**src/rtl/mtm_pkg.sv**
```systemverilog
package mtm_pkg;
    localparam int DATA_W   = 32;
    localparam int WIN_BITS = 6;

    localparam logic [WIN_BITS-1:0] OFS_STATUS = 6'h00;
    localparam logic [WIN_BITS-1:0] OFS_MODE   = 6'h04;
    localparam logic [WIN_BITS-1:0] OFS_START  = 6'h08;
    localparam logic [WIN_BITS-1:0] OFS_ENABLE = 6'h10;
    localparam logic [WIN_BITS-1:0] OFS_RESTRT = 6'h14;
    localparam logic [WIN_BITS-1:0] OFS_COUNT  = 6'h18;
    localparam logic [WIN_BITS-1:0] OFS_CLEAR  = 6'h20;
    localparam logic [WIN_BITS-1:0] OFS_MASK   = 6'h24;

    typedef enum logic [1:0] {
        CNT_IDLE,
        CNT_COUNT,
        CNT_RELOAD
    } cnt_state_e;

    typedef enum logic [1:0] {
        CLR_READY,
        CLR_BUSY1,
        CLR_BUSY2
    } clr_state_e;

    typedef struct packed {
        logic mode;
        logic start;
        logic enable;
        logic restart;
        logic clear;
        logic mask;
    } ch_wr_t;
endpackage

```
**src/rtl/mtm_regdec.sv**
```systemverilog
module mtm_regdec import mtm_pkg::*; #(
    parameter int NUM_CH = 4,
    parameter int CNT_W  = 32,
    localparam int CH_BITS = $clog2(NUM_CH),
    localparam int ADDR_W  = CH_BITS + WIN_BITS
) (
    input  logic [ADDR_W-1:0]             bus_addr,
    input  logic                          bus_we,
    input  logic [NUM_CH-1:0]             ch_mode,
    input  logic [NUM_CH-1:0][CNT_W-1:0]  ch_start,
    input  logic [NUM_CH-1:0]             ch_en,
    input  logic [NUM_CH-1:0][CNT_W-1:0]  ch_cnt,
    input  logic [NUM_CH-1:0]             ch_pend,
    input  logic [NUM_CH-1:0]             ch_busy,
    input  logic [NUM_CH-1:0]             ch_mask,
    output ch_wr_t [NUM_CH-1:0]           ch_wr,
    output logic [DATA_W-1:0]             bus_rdata
);
    logic [CH_BITS-1:0]  sel;
    logic [WIN_BITS-1:0] ofs;

    assign sel = bus_addr[ADDR_W-1:WIN_BITS];
    assign ofs = bus_addr[WIN_BITS-1:0];

    // One write strobe per channel register
    generate
        for (genvar g = 0; g < NUM_CH; g++) begin : g_wr
            always_comb begin
                ch_wr[g] = '0;
                if (bus_we && (sel == CH_BITS'(g))) begin
                    unique case (ofs)
                        OFS_MODE:   ch_wr[g].mode    = 1'b1;
                        OFS_START:  ch_wr[g].start   = 1'b1;
                        OFS_ENABLE: ch_wr[g].enable  = 1'b1;
                        OFS_RESTRT: ch_wr[g].restart = 1'b1;
                        OFS_CLEAR:  ch_wr[g].clear   = 1'b1;
                        OFS_MASK:   ch_wr[g].mask    = 1'b1;
                        default:    ch_wr[g]         = '0;
                    endcase
                end
            end
        end
    endgenerate

    // Read multiplexer
    always_comb begin
        bus_rdata = '0;
        unique case (ofs)
            OFS_STATUS: bus_rdata = DATA_W'(ch_pend);
            OFS_MODE:   bus_rdata = DATA_W'(ch_mode[sel]);
            OFS_START:  bus_rdata = DATA_W'(ch_start[sel]);
            OFS_ENABLE: bus_rdata = DATA_W'(ch_en[sel]);
            OFS_COUNT:  bus_rdata = DATA_W'(ch_cnt[sel]);
            OFS_CLEAR:  bus_rdata = DATA_W'({ch_busy[sel], ch_pend[sel]});
            OFS_MASK:   bus_rdata = DATA_W'(ch_mask[sel]);
            default:    bus_rdata = '0;
        endcase
    end
endmodule

```
**src/rtl/mtm_channel.sv**
```systemverilog
module mtm_channel import mtm_pkg::*; #(
    parameter int CNT_W = 32
) (
    input  logic              clk,
    input  logic              rst_n,
    input  ch_wr_t            wr_i,
    input  logic [DATA_W-1:0] wdata_i,
    output logic              mode_o,
    output logic [CNT_W-1:0]  start_o,
    output logic              en_o,
    output logic [CNT_W-1:0]  cnt_o,
    output logic              pend_o,
    output logic              busy_o,
    output logic              mask_o
);
    cnt_state_e cst_q, cst_d;
    clr_state_e kst_q, kst_d;

    logic             mode_q;
    logic             mask_q;
    logic             pend_q;
    logic [CNT_W-1:0] start_q;
    logic [CNT_W-1:0] cnt_q;

    logic go_w, halt_w, expire_w, clr_go_w;

    assign go_w     = wr_i.enable & wdata_i[0];
    assign halt_w   = wr_i.enable & ~wdata_i[0];
    assign expire_w = (cst_q == CNT_COUNT) && (cnt_q <= CNT_W'(1))
                      && !wr_i.enable && !wr_i.restart;
    assign clr_go_w = wr_i.clear && wdata_i[0] && (kst_q == CLR_READY);

    // State registers
    always_ff @(posedge clk) begin
        if (!rst_n) begin
            cst_q <= CNT_IDLE;
            kst_q <= CLR_READY;
        end else begin
            cst_q <= cst_d;
            kst_q <= kst_d;
        end
    end

    // Counter next state
    always_comb begin
        cst_d = cst_q;
        unique case (cst_q)
            CNT_IDLE: begin
                if (go_w) cst_d = CNT_COUNT;
            end
            CNT_COUNT: begin
                if (halt_w)        cst_d = CNT_IDLE;
                else if (go_w)     cst_d = CNT_COUNT;
                else if (expire_w) cst_d = mode_q ? CNT_IDLE : CNT_RELOAD;
            end
            CNT_RELOAD: begin
                if (halt_w) cst_d = CNT_IDLE;
                else        cst_d = CNT_COUNT;
            end
            default: cst_d = CNT_IDLE;
        endcase
    end

    // Clear handshake next state
    always_comb begin
        kst_d = kst_q;
        unique case (kst_q)
            CLR_READY: if (clr_go_w) kst_d = CLR_BUSY1;
            CLR_BUSY1: kst_d = CLR_BUSY2;
            CLR_BUSY2: kst_d = CLR_READY;
            default:   kst_d = CLR_READY;
        endcase
    end

    // Configuration registers
    always_ff @(posedge clk) begin
        if (!rst_n) begin
            mode_q  <= 1'b0;
            mask_q  <= 1'b0;
            start_q <= '0;
        end else begin
            if (wr_i.mode)  mode_q  <= wdata_i[0];
            if (wr_i.mask)  mask_q  <= wdata_i[0];
            if (wr_i.start) start_q <= wdata_i[CNT_W-1:0];
        end
    end

    // Count and pending datapath
    always_ff @(posedge clk) begin
        if (!rst_n) begin
            cnt_q  <= '0;
            pend_q <= 1'b0;
        end else begin
            if (go_w) begin
                cnt_q <= start_q;
            end else if (halt_w) begin
                cnt_q <= cnt_q;
            end else if (wr_i.restart) begin
                cnt_q <= start_q;
            end else begin
                unique case (cst_q)
                    CNT_COUNT:  cnt_q <= expire_w ? '0 : cnt_q - CNT_W'(1);
                    CNT_RELOAD: cnt_q <= start_q;
                    default:    cnt_q <= cnt_q;
                endcase
            end

            if (expire_w)      pend_q <= 1'b1;
            else if (clr_go_w) pend_q <= 1'b0;
        end
    end

    // Outputs
    always_comb begin
        mode_o  = mode_q;
        start_o = start_q;
        en_o    = (cst_q != CNT_IDLE);
        cnt_o   = cnt_q;
        pend_o  = pend_q;
        busy_o  = (kst_q != CLR_READY);
        mask_o  = mask_q;
    end
endmodule

```
**src/rtl/mtm_top.sv**
```systemverilog
module mtm_top import mtm_pkg::*; #(
    parameter int NUM_CH = 4,
    parameter int CNT_W  = 32,
    localparam int ADDR_W = $clog2(NUM_CH) + WIN_BITS
) (
    input  logic              clk,
    input  logic              rst_n,
    input  logic [ADDR_W-1:0] bus_addr,
    input  logic [DATA_W-1:0] bus_wdata,
    input  logic              bus_we,
    output logic [DATA_W-1:0] bus_rdata,
    output logic [NUM_CH-1:0] irq
);
    ch_wr_t [NUM_CH-1:0]            ch_wr;
    logic [NUM_CH-1:0]              ch_mode;
    logic [NUM_CH-1:0][CNT_W-1:0]   ch_start;
    logic [NUM_CH-1:0]              ch_en;
    logic [NUM_CH-1:0][CNT_W-1:0]   ch_cnt;
    logic [NUM_CH-1:0]              ch_pend;
    logic [NUM_CH-1:0]              ch_busy;
    logic [NUM_CH-1:0]              ch_mask;

    mtm_regdec #(.NUM_CH(NUM_CH), .CNT_W(CNT_W)) u_dec (
        .bus_addr (bus_addr),
        .bus_we   (bus_we),
        .ch_mode  (ch_mode),
        .ch_start (ch_start),
        .ch_en    (ch_en),
        .ch_cnt   (ch_cnt),
        .ch_pend  (ch_pend),
        .ch_busy  (ch_busy),
        .ch_mask  (ch_mask),
        .ch_wr    (ch_wr),
        .bus_rdata(bus_rdata)
    );

    generate
        for (genvar g = 0; g < NUM_CH; g++) begin : g_ch
            mtm_channel #(.CNT_W(CNT_W)) u_ch (
                .clk    (clk),
                .rst_n  (rst_n),
                .wr_i   (ch_wr[g]),
                .wdata_i(bus_wdata),
                .mode_o (ch_mode[g]),
                .start_o(ch_start[g]),
                .en_o   (ch_en[g]),
                .cnt_o  (ch_cnt[g]),
                .pend_o (ch_pend[g]),
                .busy_o (ch_busy[g]),
                .mask_o (ch_mask[g])
            );
            assign irq[g] = ch_pend[g] & ~ch_mask[g];
        end
    endgenerate
endmodule

```
**config.mk**
```make
export PLATFORM = sky130hd
export DESIGN_NAME = mtm_top
export DESIGN_NICKNAME = d
export VERILOG_FILES = /design/src/rtl/mtm_pkg.sv /design/src/rtl/mtm_regdec.sv /design/src/rtl/mtm_channel.sv /design/src/rtl/mtm_top.sv
export SDC_FILE = /design/constraint.sdc
export NUM_CORES = 1
export LEC_CHECK = 0
export BUFFER_PORTS_ARGS = -buffer_cell sky130_fd_sc_hd__buf_2
export CAP_MARGIN = 20
export CORE_ASPECT_RATIO = 0.5
export CORE_MARGIN = 10
export CORE_UTILIZATION = 35
export CTS_CLUSTER_DIAMETER = 100
export DETAILED_ROUTE_END_ITERATION = 8
export PLACE_DENSITY = 0.57
export SYNTH_ARGS = -nofsm -noshare
export SYNTH_HDL_FRONTEND = slang
export SYNTH_HIERARCHICAL = 1
export SYNTH_SLANG_ARGS = --single-unit
```
**constraint.sdc**
```tcl
create_clock -name clk -period 5.4 [get_ports clk]
set_input_delay 1.08 -clock clk [delete_from_list [all_inputs] [get_ports clk]]
set_output_delay 1.08 -clock clk [all_outputs]
set_load 0.05 [all_outputs]
```
; After elaboration in Yosys (flattened, before gate mapping)
; Index checks and enable logic that the tools add are counted.
[totals]
reg_bits = 284
output_inout_bits = 36
elab_cells = 247
[op_classes]
addsub = 4
magnitude_cmp = 5
n_eq_ne = 38
muxes = 89
n_bitwise = 17
reduce_logical = 66
[op_table]
columns = cell, n
row1 = 32-bit two-way mux, 18
row2 = 32-bit case mux with 2 select lines, 4
row3 = 32-bit case mux with 7 select lines, 1
row4 = 32-bit binary-select mux with 2-bit select, 2
row5 = 32-bit by 1-bit less-or-equal comparator with 1-bit output (second input constant), 4
row6 = 32-bit by 1-bit subtractor with 32-bit output (second input constant), 4
row7 = 2-bit two-way mux, 24
row8 = 1-bit logical AND, 24
row9 = 6-bit two-way mux, 4
row10 = 2-bit by 1-bit != test with 1-bit output (second input constant), 12
row11 = 2-bit case mux with 3 select lines, 4
row12 = 2-bit nonzero test, 12
row13 = 1-bit two-way mux, 23
row14 = 2-bit by 1-bit equality test with 1-bit output (second input constant), 9
row15 = 6-bit by 5-bit equality test with 1-bit output (second input constant), 3
row16 = 2-bit logical NOT, 9
row17 = 4-bit by 1-bit != test with 1-bit output (second input constant), 4
row18 = 2-bit case mux with 2 select lines, 4
row19 = 2-bit AND reduction, 8
row20 = 4-bit nonzero test, 4
row21 = 1-bit bitwise AND, 12
row22 = 2-bit equality test (second input constant), 6
row23 = 6-bit equality test (second input constant), 2
row24 = 1-bit binary-select mux with 2-bit select, 5
row25 = 6 further kinds, 17

; Logic depth before layout (Yosys ltp)
; Gate-level depths: netlist (run 1).
[logic_depth]
word_depth = 11
depth_mapped = 13
mapped_depth_nobuf = 9

; Cells and area by module
; Netlist (run 1), hierarchy kept.
[by_module_without_submodules]
columns = mod, instances, cells_each, area_each_um2
row1 = mtm_channel (g_ch[0].u_ch ...), 2, 431, 3601.0
row2 = mtm_channel (g_ch[3].u_ch), 1, 457, 3729.8
row3 = mtm_channel (g_ch[2].u_ch), 1, 435, 3582.2
row4 = mtm_regdec, 1, 182, 2321.0
row5 = mtm_top, 1, 4, 55.1

; Worst setup path before layout (run 1)
; No wires, ideal clock.
[synth_path]
path_kind = in2reg
startpoint = input bus_addr[6]
endpoint = register g_ch[0].u_ch.cnt_q[19]
setup_ns = 0.074
arrival_ns = 3.538
required_ns = 5.326
slack_ns = 1.787
cell_stages = 12
n_path_buf = 6
cell_sequence = buf_6 -> buf_6 -> or3b_2 -> clkbuf_1 -> nor2_1 -> nor2b_1 -> or2_2 -> clkbuf_1 -> clkbuf_1 -> clkbuf_1 -> nand2_1 -> a31oi_1
[synth_lines]
columns = element, line
row1 = "start, declared", mtm_top.sv:8  ; input logic [ADDR_W-1:0] bus_addr,
row2 = "end signal, assigned", mtm_channel.sv:95  ; cnt_q <= start_q;
row3 = "end signal, assigned", mtm_channel.sv:97  ; cnt_q <= cnt_q;
row4 = "end signal, assigned", mtm_channel.sv:99  ; cnt_q <= start_q;
row5 = "end, declared", mtm_channel.sv:23  ; logic [CNT_W-1:0] cnt_q;

; Worst setup path after layout (run 1)
[layout_path]
startpoint = input bus_addr[7]
endpoint = output bus_rdata[16]
[layout_via]
elab_chain_cells = 3
elab_cells_between_ends = 5
[layout_lines]
columns = element, line
row1 = 32-bit binary-select mux with 2-bit select (on tied branches), "mtm_regdec.sv:53, mtm_regdec.sv:51"
row2 = 32-bit two-way mux (on tied branches), "mtm_regdec.sv:53, mtm_regdec.sv:51"
row3 = 32-bit case mux with 7 select lines (*), mtm_regdec.sv:48  ; unique case (ofs)
row4 = "end, declared", mtm_top.sv:11  ; output logic [DATA_W-1:0] bus_rdata,
; Every way passes the cells marked *; elsewhere a longest branch is shown, timed or not. The select of a mux whose other input is x is not followed.

==> flow_metrics.tcl, run 1 <==
set metrics [dict create \
    outcome "finished clean" \
    cts_tree "done" \
    drtIter0Drc 2450 \
    synth_top_area_share_pct 33.7 \
    post_cts_buffers 0 \
    crit_type "in2out" \
    tns_ns 0 \
    wl_per_cell_um 27.1 \
    period_share_pct 76.7 \
    yosys_warnings 6 \
    hold_viol 0 \
    insertion_delay_ns 0.59 \
    p_per_area_nw_per_um2 713 \
    synth_async_sr_flop_share_pct 0 \
    cts_hold_buf 0 \
    synth_ff_type "dfxtp_1" \
    dpl.hpwl_um 51500 \
    grt_setup_unrepaired "no" \
    cellLeakagePower_nw 6.92 \
    relSlewSlack_pct 25.3 \
    core.rowCount 56 \
    hold_path.class "reg2reg" \
    die_width_um 331 \
    cp-startpoint "bus_addr[7]" \
    ctsLongestPathBuffers 3 \
    netlist_area_um2 16900 \
    drive_gt1_share_pct 15.9 \
    start_kind "input pin" \
    rr_startpoint "g_ch[1].u_ch/cnt_o[0]" \
    synth_cells 1940 \
    ys_ff_latch 284 \
    worst_pin_slew_ns 1.10 \
    synthTopCellsByArea "dfxtp_1, mux4_2, mux2i_1" \
    synth_seq_area_share_pct 33.7 \
    drcViolationCount 0 \
    antenna_found_initial 1 \
    crit_end "bus_rdata[16]" \
    io_buffer_count 78 \
    max_freq_mhz 242 \
    place_inst 2555 \
    first_pass_iters 6 \
    vias 16704 \
    r2r_setup_slack_ns 2.05 \
    core_area_um2 47300 \
    ir_worst_vdd_mv 0.303 \
    htreeDepth 1 \
    synth_top_area_cell "dfxtp_1" \
    cp.arrival_ns 3.06 \
    seq_area_um2 5690 \
    final_area_um2 19000 \
    cap_violations 0 \
    nFillCells 4746 \
    multi_input_comb_area_um2 10500 \
    start_util_pct 35.7 \
    slew_violations 0 \
    ios 79 \
    finClkSkew_ns 0.0215 \
    clock_sinks 284 \
    setup_viol 0 \
    required_ns 4.32 \
    cp_max_fo 36 \
    cts_root_buf "clkbuf_16" \
    ys_types 76 \
    area_growth_pct 12.3 \
    clk_pin_slew_ns 0.06 \
    fin_total_pwr_mw 13.5 \
    avgSynthCellArea_um2 8.71 \
    die_y_um 175 \
    gp_congestion 0.995 \
    synth_edf_count 0 \
    whs_ns 0.422 \
    grt_pass1_wl_um 105000 \
    post_cts_resize_count 0 \
    ant_nets 0 \
    min_period_ns 4.14 \
    synth_nets 2007 \
    viasPerCell 6.39 \
    grt_usage_pct 23.5 \
    stdcell_count 2613 \
    grt_max_degree 55 \
    holdPathStages 1 \
    nets 2017 \
    timing.rr.end "g_ch[1].u_ch/cnt_o[26]" \
    overflow 0 \
    placed_area_um2 17800 \
    drt_wl_total_um 70900 \
    cts_buffers 30 \
    grt_pass1_vias 15173 \
    ff2ff_path_depth 7 \
    dieArea_um2 58000 \
    critPathCaptureType "primary output" \
]
cell families (layout without fill, tap and decap cells):
logic type / after synthesis / in the layout / synth area share, %
and+or+nand+nor: 837 / 837 / 24.8
AOI/OAI and AO/OA: 395 / 395 / 16.6
DFF: 284 / 284 / 33.7
muxes: 224 / 224 / 18.5
buffers and inverters: 173 / 206 / 4.62
adders and majority gates: 24 / 24 / 1.78
xor gates and xnor gates: 3 / 3 / 0.156
other: 0 / 2 / 0
stage by stage:
| stage | setup WS (ns) | util, % |
|---|---|---|
| floorplan | 1.79 | - |
| CTS | 1.32 | 40.1 |
| global placement | 1.10 | 37.6 |
| global route | 1.16 | 40.1 |
| finish | 1.26 | 40.1 |
| detailed placement | 1.09 | 37.6 |
flip-flops by register name (all words and copies together), names as in the netlist:
signal / cells
g_ch.u_ch/kst_q: 8
g_ch.u_ch/mode_o: 4
g_ch.u_ch/cnt_o: 128
g_ch.u_ch/cst_q: 8
g_ch.u_ch/start_o: 128
g_ch.u_ch/pend_o: 4
g_ch.u_ch/mask_o: 4
synth_stat cells (8+ instances only):
cell type,count
o21a_1,13
nand2b_1,8
mux2_2,10
inv_1,29
or3_1,26
nand3_1,120
buf_2,11
mux4_2,69
o22ai_1,11
nand4_1,15
a22oi_1,25
a21oi_1,71
ha_1,24
or4_1,14
mux2i_1,145
nor3b_1,10
clkbuf_1,96
nor3_1,49
buf_1,17
a32o_1,9
o21ai_0,48
dfxtp_1,284
a221oi_1,11
a31oi_1,55
o311ai_0,18
buf_6,12
a22o_1,31
nor4_1,41
or2_2,9
or4_4,10
o221ai_1,9
a32oi_1,16
nand2_1,176
and2_1,9
nor2_1,291
o211ai_1,24
final cells by class:
cell class	count	area share [%]
Clock buffer	39	4.57
Inverter	33	0.653
Multi-Input combinational cell	1483	55.2
Antenna cell	2	0.0264
Clock inverter	16	1.54
Timing Repair Buffer	118	3.79
Sequential cell	284	30.0
Tap cell	638	4.21
how the worst min path moves through the flow:
stage	from	slack (ns)	to
2_1_floorplan	g_ch[0].u_ch/kst_q[1]	0.40	g_ch[0].u_ch/kst_q[1]
5_1_grt	g_ch[2].u_ch/kst_q[1]	0.44	g_ch[2].u_ch/kst_q[1]
6_report	g_ch[3].u_ch/kst_q[1]	0.42	g_ch[3].u_ch/kst_q[1]
3_3_place_gp	g_ch[2].u_ch/kst_q[1]	0.41	g_ch[2].u_ch/kst_q[1]
3_5_place_dp	g_ch[3].u_ch/kst_q[1]	0.42	g_ch[3].u_ch/kst_q[1]
4_1_cts	g_ch[3].u_ch/kst_q[1]	0.42	g_ch[3].u_ch/kst_q[1]
power by group:
part,internal (mW),total (mW),switching [mW],leakage [nW]
Combinational,2.96,7.88,4.92,4.07
Clock,1.51,2.46,0.951,0.561
Sequential,2.44,3.19,0.752,2.29
critical path, cell delays in order:
cell,delay (ns)
buf_2,0.47
buf_4,0.57
mux4_2,0.39
a22o_1,0.29
buf_2,0.23
layout by cell type, fill, tap and decap left out, types with 10 or more instances in the layout:
master,instances
nor3_1,49
o21a_1,13
a221oi_1,11
nand3_1,120
or4_4,10
o22ai_1,11
mux2i_1,145
a21oi_1,71
nand2_1,176
buf_4,39
ha_1,24
or4_1,14
a31oi_1,55
nor3b_1,10
nand4_1,15
o21ai_0,48
inv_1,29
nor4_1,41
nor2_1,283
buf_2,77
dfxtp_1,284
mux2_2,10
o211ai_1,24
mux4_2,69
a22oi_1,25
o311ai_0,18
or3_1,26
clkbuf_16,31
a22o_1,31
a32oi_1,16
routing by layer:
metal	routed length (µm)	share of wire (%)	GRT usage, %
met2	28300	40	32.3
met1	31100	44	34.5
met5	0	0	0
met4	1960	2.8	6.11
met3	9550	13	7.30
Note: power is estimated with default switching activity, not from simulation.
==> run 2: changes to the inputs <==
PLACE_DENSITY = 0.59   (was 0.57)
clock period = 3.7 ns   (was 5.4 ns; I/O delays follow)
==> run 2 against run 1 <==
  * Power rose by 49%
  * Clock power rose by 36%
  * Critical path depth up 1
  * Largest cell class unchanged
  * Largest power group unchanged
==> flow_metrics.tcl, run 2 (same netlist as run 1, synthesis figures left out) <==
set metrics [dict create \
    post_cts_resize_count 0 \
    grt_most_used_layer "met1" \
    drcViolationCount 0 \
    htreeDepth 1 \
    p_sw_mw 9.92 \
    use_met2_pct 33.1 \
    area_growth_pct 14.5 \
    grt_pass1_wl_um 105000 \
    grt_pass1_vias 15340 \
    drtIter0Drc 2467 \
    post_cts_buffers 0 \
    grt_setup_unrepaired "no" \
    relSlewSlack_pct 41.7 \
    vias 17065 \
    ant_nets 0 \
    slew_violations 0 \
    ctsLongestPathBuffers 3 \
    io_buffer_count 78 \
    p_seq_share_pct 22.6 \
    overflow 0 \
    hold_path.class "reg2reg" \
    worst_pin_slew_ns 0.867 \
    core.rowCount 56 \
    met3_usage_pct 6.41 \
    drive_gt1_share_pct 17.6 \
    dpl.hpwl_um 51800 \
    first_pass_iters 6 \
    cap_violations 0 \
    met1_usage_pct 34.5 \
    wl_per_cell_um 26.6 \
    viasPerCell 6.42 \
    cts_root_buf "clkbuf_16" \
    core_area_um2 47300 \
    fin_total_pwr_mw 20.1 \
    cts_hold_buf 0 \
    cp_max_fo 22 \
    ios 79 \
    insertion_delay_ns 0.58 \
    hold_viol 0 \
    required_ns 2.96 \
    nets 2060 \
    layout_common_cells "dfxtp_1, nor2_1, nand2_1" \
    start_kind "input pin" \
    outcome "finished clean" \
    nFillCells 4694 \
    final_common_cell "dfxtp_1" \
    setup_viol 0 \
    min_period_ns 3.35 \
    cts_buffers 30 \
    period_share_pct 90.6 \
    tns_ns 0 \
    whs_ns 0.419 \
    drt_wl_total_um 70700 \
    cellLeakagePower_nw 7.15 \
    netSwitchingFraction_pct 49.3 \
    cp.arrival_ns 2.61 \
    antenna_found_initial 5 \
    p_per_area_nw_per_um2 1040 \
    grt_usage_pct 23.4 \
    max_freq_mhz 298 \
    gp_congestion 1.01 \
    start_util_pct 35.7 \
    grt_max_degree 63 \
    finClkSkew_ns 0.00859 \
    critPathCaptureType "primary output" \
    die_width_um 331 \
    clk_pin_slew_ns 0.06 \
    cts_tree "done" \
    clock_sinks 284 \
    clockPowerShare_pct 16.6 \
    dieArea_um2 58000 \
    die_y_um 175 \
    pwr-share-comb_pct 60.8 \
    crit_type "in2out" \
    p_int_mw 10.2 \
    ir_worst_vdd_mv 0.601 \
]
[run 2: power groups by stage]
| stage | Combinational [mW] | Sequential [mW] | Clock (mW) |
|---|---|---|---|
| after global placement | 11.6 | 4.55 | 0 |
| after global routing | 13.1 | 4.60 | 3.47 |
| final | 12.2 | 4.55 | 3.34 |
| after CTS | 11.7 | 4.49 | 3.36 |
| after floorplan | 8.39 | 4.09 | 0 |
| after detailed placement | 11.6 | 4.55 | 0 |
[run 2: worst paths after layout]
path | from | to | slack (ns) | cells after the start
setup / recovery | bus_addr[6] | bus_rdata[3] | 0.35 | 6
setup reg to reg | g_ch[1].u_ch/cnt_o[8] | g_ch[1].u_ch/cnt_o[28] | 0.59 | 6
hold / removal | g_ch[0].u_ch/kst_q[1] | g_ch[0].u_ch/kst_q[1] | 0.42 | 1
hold reg to reg | g_ch[0].u_ch/kst_q[1] | g_ch[0].u_ch/kst_q[1] | 0.42 | 1
[run 2: critical path, stage by stage]
cell     delay [ns]
buf_4          0.25
buf_4          0.45
mux4_2         0.56
a22oi_1        0.28
nand2_1        0.10
buf_2          0.22
[run 2: layout make-up]
type                            instances  area [µm²]  area share [%]
Inverter                               33         124           0.641
Tap cell                              638         798            4.13
Timing Repair Buffer                  161        1170            6.06
Clock buffer                           43         901            4.66
Clock inverter                         13         169           0.874
Sequential cell                       284        5690            29.4
Antenna cell                            3        7.51          0.0388
Multi-Input combinational cell       1483       10500            54.2
[run 2: per-layer routing]
metal  vias to the layer above  share of wire (%)  wire length, µm
met2                      1158                 41            29000
met1                      8392                 43            30500
li1                       7399                  -                -
met5                         -              0.038               27
met3                       112                 14             9620
met4                         4                2.2             1560
[run 2: metrics by stage]
stage          cells  worst slack [ns]  utilization (%)  instance area (µm²)
5_1_grt         2655             0.252             40.9                19300
6_report        2658             0.349             40.9                19300
4_1_cts         2654             0.374             40.8                19300
3_3_place_gp    2598             0.268             38.6                18200
3_5_place_dp    2598             0.202             38.6                18200
2_1_floorplan   1940             0.427                -                16900
